### src/rtl/dcb_pkg.sv
package dcb_pkg;
  localparam int unsigned LANES_DEF = 8;
  localparam int unsigned WORD_W_DEF = 6;
  localparam int unsigned RD_W_DEF = 4;
  localparam int RD_MAX_DEF = 7;
  localparam int RD_MIN_DEF = -6;
endpackage

### src/rtl/dcb_word_disp.sv
module dcb_word_disp #(
  parameter int unsigned WORD_W = 6,
  localparam int unsigned CW = $clog2(WORD_W + 1),
  localparam int unsigned SW = CW + 2
) (
  input  logic [WORD_W-1:0]    word,
  output logic signed [SW-1:0] disp
);
  logic [CW-1:0] ones;

  always_comb begin
    ones = '0;
    for (int b = 0; b < WORD_W; b++) ones = ones + CW'(word[b]);
  end

  // ones minus zeros = 2*ones - WORD_W
  assign disp = $signed({1'b0, ones, 1'b0}) - $signed(SW'(WORD_W));
endmodule

### src/rtl/dcb_lane.sv
module dcb_lane #(
  parameter int unsigned WORD_W = 6,
  parameter int unsigned RD_W = 4,
  parameter int RD_MAX = 7,
  parameter int RD_MIN = -6,
  localparam int unsigned CW = $clog2(WORD_W + 1),
  localparam int unsigned SW = CW + 2,
  localparam int unsigned XW = ((RD_W > SW) ? RD_W : SW) + 1
) (
  input  logic              clk,
  input  logic              rst,
  input  logic              bal_en,
  input  logic              in_valid,
  input  logic [WORD_W-1:0] word,
  output logic [WORD_W:0]   sym
);
  localparam logic signed [SW-1:0] ONE = SW'(1);
  localparam logic signed [XW-1:0] SAT_HI = XW'(RD_MAX);
  localparam logic signed [XW-1:0] SAT_LO = XW'(RD_MIN);

  logic signed [RD_W-1:0] rd_q;
  logic signed [SW-1:0]   disp;
  logic signed [SW-1:0]   delta;
  logic signed [XW-1:0]   sum;
  logic signed [RD_W-1:0] rd_nxt;
  logic rd_zero, rd_neg, rd_pos, d_pos, invert;

  dcb_word_disp #(.WORD_W(WORD_W)) u_disp (.word(word), .disp(disp));

  assign rd_zero = (rd_q == '0);
  assign rd_neg  = rd_q[RD_W-1];
  assign rd_pos  = !rd_neg && !rd_zero;
  assign d_pos   = !disp[SW-1] && (disp != '0);
  assign invert  = bal_en && (rd_zero || (rd_pos && d_pos) || (rd_neg && !d_pos));
  assign delta   = invert ? (ONE - disp) : (disp - ONE);
  assign sum     = XW'(rd_q) + XW'(delta);

  always_comb begin
    if (sum > SAT_HI)      rd_nxt = RD_W'(SAT_HI);
    else if (sum < SAT_LO) rd_nxt = RD_W'(SAT_LO);
    else                   rd_nxt = RD_W'(sum);
  end

  always_ff @(posedge clk) begin
    if (rst) begin
      rd_q <= '0;
      sym  <= '0;
    end else if (in_valid) begin
      sym <= {invert, invert ? ~word : word};
      if (bal_en) rd_q <= rd_nxt;
    end
  end
endmodule

### src/rtl/dcb_balancer.sv
module dcb_balancer
  import dcb_pkg::*;
#(
  parameter int unsigned LANES = LANES_DEF,
  parameter int unsigned WORD_W = WORD_W_DEF,
  parameter int unsigned RD_W = RD_W_DEF,
  parameter int RD_MAX = RD_MAX_DEF,
  parameter int RD_MIN = RD_MIN_DEF,
  localparam int unsigned SYM_W = WORD_W + 1
) (
  input  logic                      clk,
  input  logic                      rst,
  input  logic                      bal_en,
  input  logic                      in_valid,
  input  logic [LANES*WORD_W-1:0]   in_words,
  output logic                      out_valid,
  output logic [LANES*SYM_W-1:0]    out_syms
);
  always_ff @(posedge clk) begin
    if (rst) out_valid <= 1'b0;
    else     out_valid <= in_valid;
  end

  for (genvar i = 0; i < LANES; i++) begin : g_lane
    dcb_lane #(
      .WORD_W(WORD_W), .RD_W(RD_W), .RD_MAX(RD_MAX), .RD_MIN(RD_MIN)
    ) u_lane (
      .clk(clk), .rst(rst), .bal_en(bal_en), .in_valid(in_valid),
      .word(in_words[i*WORD_W +: WORD_W]),
      .sym(out_syms[i*SYM_W +: SYM_W])
    );
  end
endmodule

### config.mk
export PLATFORM = sky130hd
export DESIGN_NAME = dcb_balancer
export DESIGN_NICKNAME = d
export VERILOG_FILES = /design/src/rtl/dcb_pkg.sv /design/src/rtl/dcb_word_disp.sv /design/src/rtl/dcb_lane.sv /design/src/rtl/dcb_balancer.sv
export SDC_FILE = /design/constraint.sdc
export NUM_CORES = 1
export LEC_CHECK = 0
export ABC_AREA = 1
export BUFFER_PORTS_ARGS = -buffer_cell sky130_fd_sc_hd__buf_2
export CORE_ASPECT_RATIO = 1.75
export CORE_MARGIN = 8
export CORE_UTILIZATION = 36
export CTS_BUF_LIST = sky130_fd_sc_hd__clkbuf_8
export CTS_CLUSTER_SIZE = 25
export DETAILED_ROUTE_END_ITERATION = 10
export PLACE_DENSITY = 0.65
export RECOVER_POWER = 50
export REMOVE_ABC_BUFFERS = 1
export SYNTH_ARGS = -nofsm -noshare
export SYNTH_HDL_FRONTEND = slang
export SYNTH_SLANG_ARGS = --single-unit
### constraint.sdc
create_clock -name clk -period 8.4 [get_ports clk]
set_input_delay 0.42 -clock clk [delete_from_list [all_inputs] [get_ports clk]]
set_output_delay 0.42 -clock clk [all_outputs]
set_load 0.03 [all_outputs]
==> summary.md, run 1 <==
| Metric | Value |
|---|---|
| Die ar. | roughly 25000 um2 |
| Synthesis Warnings | 0 |
| Post-route ant nets | 0 |
| Routed WL | roughly 18 mm |
| Layout cells sized above 1 | 0.0975 |
| CTS root buffer | clkbuf_8 |
| Fillers | roughly 2000 |
| Gate Count Post-Synth | around 1000 |
| Global placement routability congestion | between 0.8 and 0.9 |
| Peak supply drop | between 0.09 and 0.1 mV |
| HPWL Detailed | about 14 mm |
| GRT met2 Usage | 0.301 |
| Worst-path maximum fanout | 67 |
| Top cell by count, worst path | clkbuf_1 |
| Vias | ~6600 |
| Final period util | 0.509 |
| Drt pass-1 iters | 4 |
| First-pass GRT wire length | 30.8 mm |
| Top FF cell, synth | dfxtp_1 |
| Setup CP Type | input port to flip-flop |
| Register bit total from synthesis | just under 90 |
| Initial antenna violation count | 0 |
| Worst path buffer plus inverter count | 2 |
| Vias per cell | around 4.8 |
| Crit start category | input port |
| Rel. slew slack | -0.940 |
| Failing checks | max-capacitance violations, max-slew violations |
| Critical path cell sequence | clkbuf_1, clkbuf_1, o21ai_0, a21oi_1 |
| Pins Over Slew Limit | around 120 |
| Worst skew pair latency | 0.39 ns |
| Largest buffer count on any clock path | 2 |
| Grt total ovfl | 0 |
| CTS tree | yes |
| Fin. Hold Viols | 0 |
| Die width | 123 um |
| Rows | about 70 |
| Total negative slack | 0 ns |
| Htree depth | 3 |
| Initial DRC count | about 190 |
| Final setup vio count | 0 |
| Post-CTS Hold Buffers | 0 |
| GR Util met1 | 0.151 |
| Max incr delay on CP | 2.14 ns |
| Post-synthesis sequential area ratio | 0.248 |
| Worst min-delay path class | input port to flip-flop |
| Minimum clock period | between 4 and 5 ns |
| Area Growth Syn to Fin | 11.8% |
| Io pins | around 110 |
| CP arrival | about 4.6 ns |
| Core ar. | about 20000 um2 |
| Mapped cell area | 7180 um2 |
| Post-synthesis cell type count | 34 |
| Total chip power | around 1.9 mW |
| Slew @ Worst Pin | between 2 and 3 ns |
| Layout Nets | approximately 1300 |
| Setup ws final | ~4.1 ns |
| Power Density | 241 nW/um2 |
| Pin count of the biggest net entering global routing | 68 |
| Avg Cell Area, Syn | around 6.9 um2 |
| CP required | a little under 9 ns |
| Clock Skew | around 0.013 ns |
| Met3 usage | 0.0228 |
| Vias in the first global route | between 6000 and 7000 |
| Asr flop ratio synth | 0 |
| Delay-heaviest family, CP | buffers and inverters |
| Port Buffers | 108 |
| Total CTS buffers | 9 |
| Clock slew at reported path FFs | roughly 0.090 ns |
| # resized after CTS | 0 |
| Postcts setup bufs | 0 |
| GR peak layer | met2 |
| Achievable frequency | between 200 and 250 MHz |
| DRC | 0 |
| Max-Cap Viols | 2 |
| Worst Setup Slack post-DPL | 4.07 ns |
| Status | finished, violations left |
| Slowest-stage cell, CP | clkbuf_1 |
| Total global-route track usage | 0.152 |
| Initial Util | 0.365 |
| LEAKAGE | between 4 and 5 nW |
| Clock sinks | 89 |
| Inserted Diodes | 0 |
| Setup crit end kind | flip-flop |
| RSZ-0062 raised after global routing | false |
| Dpl cells | 1367 |
| Avg WL per Cell | roughly 13 um |
| Vert. Die Dim | about 200 um |
| Non-Filler Instances | about 1400 |
| Hold WS | 0.323 ns |
| Post-synth EDFFs | 0 |
## synthesized netlist by cell type (all sizes together) (5+ instances only)
master / number / area share
xor2: 19 / 0.023
xnor2: 8 / 0.0098
fa: 32 / 0.089
nor2: 67 / 0.035
o31ai: 5 / 0.015
nand4: 14 / 0.012
clkbuf: 11 / 0.0057
o211ai: 33 / 0.038
buf: 18 / 0.014
a21oi: 45 / 0.036
nand3: 142 / 0.10
dfxtp: 89 / 0.25
nand2: 247 / 0.14
nand3b: 14 / 0.015
o21ai: 33 / 0.026
ha: 40 / 0.070
inv: 212 / 0.11
## kinds of logic after synthesis
group / count (synthesis) / share of synthesized area
XOR/XNOR: 27 / 0.0329
adder cells (fa/ha/maj): 72 / 0.159
AND/OR/NAND/NOR: 486 / 0.301
AO/OA/AOI/OAI: 122 / 0.128
buffers and inverters: 243 / 0.132
flip-flops: 89 / 0.248
## path summary, 6_finish.rpt
kind	slack [ns]	cells past startpoint	startpoint	to
worst max register to register	5.15	13	g_lane[0].u_lane.rd_q[0]	g_lane[0].u_lane.rd_q[0]
worst max-delay path	4.13	4	in_valid	g_lane[4].u_lane.sym[6]
worst min register to register	0.48	2	g_lane[0].u_lane.sym[4]	g_lane[0].u_lane.sym[4]
worst min-delay path	0.32	5	in_words[7]	g_lane[1].u_lane.sym[1]
## layer usage
layer / vias up / share of wire
li1: 3475 / -
met1: 3047 / 0.39
met2: 85 / 0.57
met3: 13 / 0.030
met4: 0 / 0.013
met5: - / 0
## flip-flops by register name, summed over array words and instances (netlist names)
signal / flops
g_lane.u_lane.sym: 56
out_valid: 1
g_lane.u_lane.rd_q: 32
## cells in the final DEF, fill, tap and decap left out, types with 5 or more instances in the layout
cell type	n
a21oi_1	37
a21oi_2	8
buf_2	50
clkbuf_1	59
clkbuf_8	11
dfxtp_1	89
fa_1	32
ha_1	40
inv_1	203
inv_2	12
nand2_1	243
nand3_1	140
nand3b_1	14
nand4_1	14
nor2_1	66
o211ai_1	28
o211ai_2	5
o21ai_0	26
o21ai_2	5
xnor2_1	8
xor2_1	19
## stage by stage
| stage | instance area, um2 | utilization |
|---|---|---|
| 6_report | 8030 | 0.408 |
| 5_1_grt | 8030 | 0.408 |
| 4_1_cts | 8150 | 0.414 |
| 3_5_place_dp | 7920 | 0.403 |
| 3_3_place_gp | 7920 | 0.403 |
| 2_1_floorplan | 7040 | - |
## worst reg2reg max path, delay by kind of cell, from the launching register on
kind            cells  cell delay, ns
compound gates      2            0.85
xor+xnor            1            0.30
simple gates        9            1.19
flops               1            0.37
fa+ha+maj           1            0.43
## layout make-up
class,count,area [um2],area share
clock buffer,11,151,0.0189
clock inverter,5,71.3,0.00888
inverter,214,806,0.100
multi-input combinational,707,4420,0.550
sequential,89,1780,0.222
tap,245,307,0.0382
timing repair buffer,112,494,0.0616
## power by group
group	switching (mW)	total, mW	internal (mW)
sequential	0.0527	0.525	0.473
combinational	0.673	1.07	0.394
clock	0.164	0.345	0.181
total	0.890	1.94	1.05
Note: power is estimated with default switching activity, not from simulation.
==> inputs of run 2 (changes only) <==
- ABC_AREA: 1 -> 0
- PLACE_DENSITY: 0.65 -> 0.67
- clock period: 8.4 -> 3.9 ns (I/O delays scaled with it)
==> run 2 against run 1 <==
Net effect: worst setup slack lost 4.1 ns; sequential share of layout area rose by 0.15 points; sequential power is 120% higher; cell area down 0.67%; the flow now finishes without violations; total power increased to 2.7 times the previous value.
==> summary.md, run 2 <==
| Metric | Value |
|---|---|
| Global placement routability congestion | 0.851 (-5.4%) |
| Rows | 64 (-5.9%) |
| Total global-route track usage | 0.141 (-0.0114) |
| CP arrival | 4.14 ns (-0.42 ns) |
| Clock Skew | 0.0133 ns (+0.000792 ns) |
| LEAKAGE | 3.47 nW (-19%) |
| Synthesis Warnings | 0 (unchanged) |
| Vias in the first global route | 5678 (-16%) |
| Total negative slack | 0 ns (unchanged) |
| Max-Cap Viols | 0 (-2) |
| Area of the multi-input gates | 4240 um2 (-4.1%) |
| Switching part of the total | 0.427 (-0.0327) |
| Multiplexer share of the synthesized area | 0.0105 (+0.0105) |
| Pin count of the biggest net entering global routing | 73 (+7.4%) |
| Top FF cell, synth | dfxtp_1 |
| Inserted Diodes | 0 (unchanged) |
| Post-Route Utilization | 0.457 (+0.0483) |
| Worst min-delay path class | input port to flip-flop |
| Top cells by area, synth | dfxtp_1 (28%), fa_1 (10%), xnor2_1 (9.5%) |
| RR Endpoint | g_lane[3].u_lane.rd_q[0] |
| Count leader, synth | nor2_1 |
| Post-synthesis cell type count | 51 (+50%) |
| Clock sinks | 89 (unchanged) |
| Most frequent cells after synthesis | nor2_1 (95), inv_1 (93), dfxtp_1 (89) |
| Reg-to-reg slack, setup | 1.10 ns (-4.05 ns) |
| Initial Util | 0.368 (+0.00242) |
| Gate power share | 0.660 (+0.109) |
| Drt pass-1 iters | 4 (unchanged) |
| DRC | 0 (unchanged) |
| Dpl cells | 1141 (-17%) |
| Die ar. | 22500 um2 (-9.5%) |
| Post-Synth XOR/XNOR Area | 0.132 (+0.0994) |
| First-pass GRT wire length | 25.5 mm (-17%) |
| Vias | 5612 (-15%) |
| Fin. Hold Viols | 0 (unchanged) |
| Vert. Die Dim | 193 um (-5.0%) |
| HPWL Detailed | 11.7 mm (-14%) |
| Non-Filler Instances | 1166 (-16%) |
| Vias per cell | 4.81 (+0.55%) |
| Asr flop ratio synth | 0 (unchanged) |
| Setup crit end kind | flip-flop |
| Avg WL per Cell | 13.1 um (+1.1%) |
| Largest buffer count on any clock path | 2 (unchanged) |
| Biggest register | g_lane.u_lane.sym |
| Status | completed |
| Pins Over Slew Limit | 0 (-100%) |
| Gate Count Post-Synth | 761 (-27%) |
| Adder-cell share of the synthesized area | 0.178 (+0.0188) |
| CP required | 4.19 ns (-4.49 ns) |
| FF+latch area | 1780 um2 (unchanged) |
| Power Density | 646 nW/um2 (+170%) |
| Simple-gate share of the synthesized area | 0.109 (-0.192) |
| Yosys top cell by area | dfxtp_1 |
| Max reg flops | 56 (unchanged) |
| Clock slew at reported path FFs | 0.09 ns (about the same) |
| Grt total ovfl | 0 (unchanged) |
| Post-synthesis compound-gate area fraction | 0.213 (+0.0856) |
| Depth of the worst register-to-register path | 12 (-1) |
| Crit start category | input port |
| Post-route ant nets | 0 (unchanged) |
| Rel. slew slack | 0.346 (+1.29) |
| Minimum clock period | about 3.8 ns |
| Hold_sp | in_words[44] |
| Worst skew pair latency | 0.38 ns (about the same) |
| Net switching power | 2.20 mW (+150%) |
| Yosys top cell area share | 0.277 (+0.0294) |
| Combinational family with the most area after synthesis | compound AO/OA/AOI/OAI gates |
| Avg Cell Area, Syn | 8.44 um2 (+22%) |
| Core ar. | 17500 um2 (-11%) |
| Worst r2r src | g_lane[3].u_lane.rd_q[0] |
| Mapped cell area | 6420 um2 (-11%) |
| Worst-path maximum fanout | 3 (-96%) |
| Hold path depth | 3 (-2) |
| Area Growth Syn to Fin | 24.2% |
| Top flop regs | g_lane.u_lane.sym x56, g_lane.u_lane.rd_q x32, out_valid x1 |
| Post-synth EDFFs | 0 (unchanged) |
| Int Pwr | 2.96 mW (+180%) |
| CTS tree | yes |
| Routed WL | 15.3 mm (-15%) |
| Hold EP | g_lane[7].u_lane.sym[2] |
| Final period util | 0.985 |
| Setup CP Type | input port to flip-flop |
| Final setup vio count | 0 (unchanged) |
| Post-CTS Hold Buffers | 0 (unchanged) |
| Total CTS buffers | 9 (unchanged) |
| Initial DRC count | 203 (+7.4%) |
| Post-synthesis sequential area ratio | 0.277 (+0.0294) |
| Layout cells sized above 1 | 0.203 (+0.106) |
| Fillers | 1771 (-14%) |
| Die width | 117 um (-4.7%) |
| Commonest non-fill, non-tap cell in the layout | nor2_1 |
| Most frequent cells in the layout | nor2_1 (95), inv_1 (93), buf_4 (91) |
| Io pins | 109 (unchanged) |
| Htree depth | 3 (unchanged) |
| Register bit total from synthesis | 89 (unchanged) |
| Slew @ Worst Pin | 0.981 ns (-1.93 ns) |
| Initial antenna violation count | 0 (unchanged) |
| Port Buffers | 108 (unchanged) |
| Peak supply drop | 0.239 mV (+160%) |
| Clk pwr share | 0.111 (-0.067) |
| Seq pwr share | 0.228 (-0.043) |
| Layout Nets | 1055 (-16%) |
| Achievable frequency | between 200 and 300 MHz |
| CTS root buffer | clkbuf_8 |
-- run 2: per-layer routing --
| metal | up-vias | global-route usage | wire length [um] |
|---|---|---|---|
| li1 | 2898 | - | - |
| met1 | 2621 | 0.139 | 5770 |
| met2 | 73 | 0.277 | 8630 |
| met3 | 20 | 0.0163 | 492 |
| met4 | 0 | 0.0664 | 367 |
| met5 | - | 0 | 0 |
-- run 2: area by class of cell --
class / count / area share
clock buffers: 9 / 0.0155
clock inverters: 6 / 0.00471
inverters: 95 / 0.0447
multi-input cells: 538 / 0.531
flip-flops and latches: 89 / 0.223
well taps: 231 / 0.0362
repair buffers: 198 / 0.144
-- run 2: power by group through the flow --
| stage | clock (mW) | combinational [mW] | sequential [mW] |
|---|---|---|---|
| global route | 0.629 | 3.80 | 1.20 |
| global placement | 0 | 3.22 | 1.19 |
| finish | 0.574 | 3.40 | 1.18 |
| detailed placement | 0 | 3.26 | 1.19 |
| CTS | 0.595 | 3.29 | 1.17 |
| floorplan | 0 | 2.06 | 1.30 |
-- run 2: critical path, stage by stage --
cell,delay [ns]
buf_2,0.09
inv_1,0.06
fa_1,0.58
fa_1,0.42
inv_1,0.07
ha_1,0.13
inv_1,0.04
fa_1,0.37
inv_1,0.10
a21boi_1,0.08
o31ai_2,0.13
xnor2_2,0.18
inv_1,0.08
fa_1,0.42
nor2b_1,0.17
nor3_2,0.07
o21ba_2,0.22
o31ai_1,0.29
buf_4,0.18
o211ai_1,0.08
a21oi_1,0.17
-- run 2: worst max path at each step --
| stage | cells past startpoint | endpoint | slack (ns) | startpoint |
|---|---|---|---|---|
| 2_1_floorplan | 18 | g_lane[4].u_lane.rd_q[0] | -0.68 | in_words[24] |
| 3_3_place_gp | 19 | g_lane[5].u_lane.rd_q[2] | -0.20 | in_words[30] |
| 3_5_place_dp | 20 | g_lane[4].u_lane.rd_q[2] | -0.32 | in_words[24] |
| 4_1_cts | 21 | g_lane[3].u_lane.rd_q[0] | 0.11 | in_words[18] |
| 5_1_grt | 20 | g_lane[3].u_lane.rd_q[0] | -0.16 | in_words[19] |
| 6_report | 21 | g_lane[3].u_lane.rd_q[0] | 0.06 | in_words[18] |
-- run 2: kinds of logic after synthesis --
group | Yosys count
compound gates | 202
flops | 89
xor+xnor | 97
fa+ha+maj | 72
buf+inv | 134
mux | 6
simple gates | 161
-- run 2: timing repair --
item	4_1_cts	5_1_grt
buffers inserted	0	10
gates resized for setup	0	25
hold endpoints to repair	0	0
setup endpoints to repair	0	18
-- run 2: metrics by stage --
| step | instance area [um2] | hold slack [ns] | worst slack (ns) | power [mW] |
|---|---|---|---|---|
| after floorplan | 6260 | 0.262 | -0.680 | 3.36 |
| after global placement | 7710 | 0.469 | -0.199 | 4.41 |
| after detailed placement | 7710 | 0.474 | -0.319 | 4.46 |
| after CTS | 7870 | 0.161 | 0.111 | 5.06 |
| after global routing | 7970 | 0.194 | -0.159 | 5.63 |
| final | 7970 | 0.177 | 0.0589 | 5.15 |
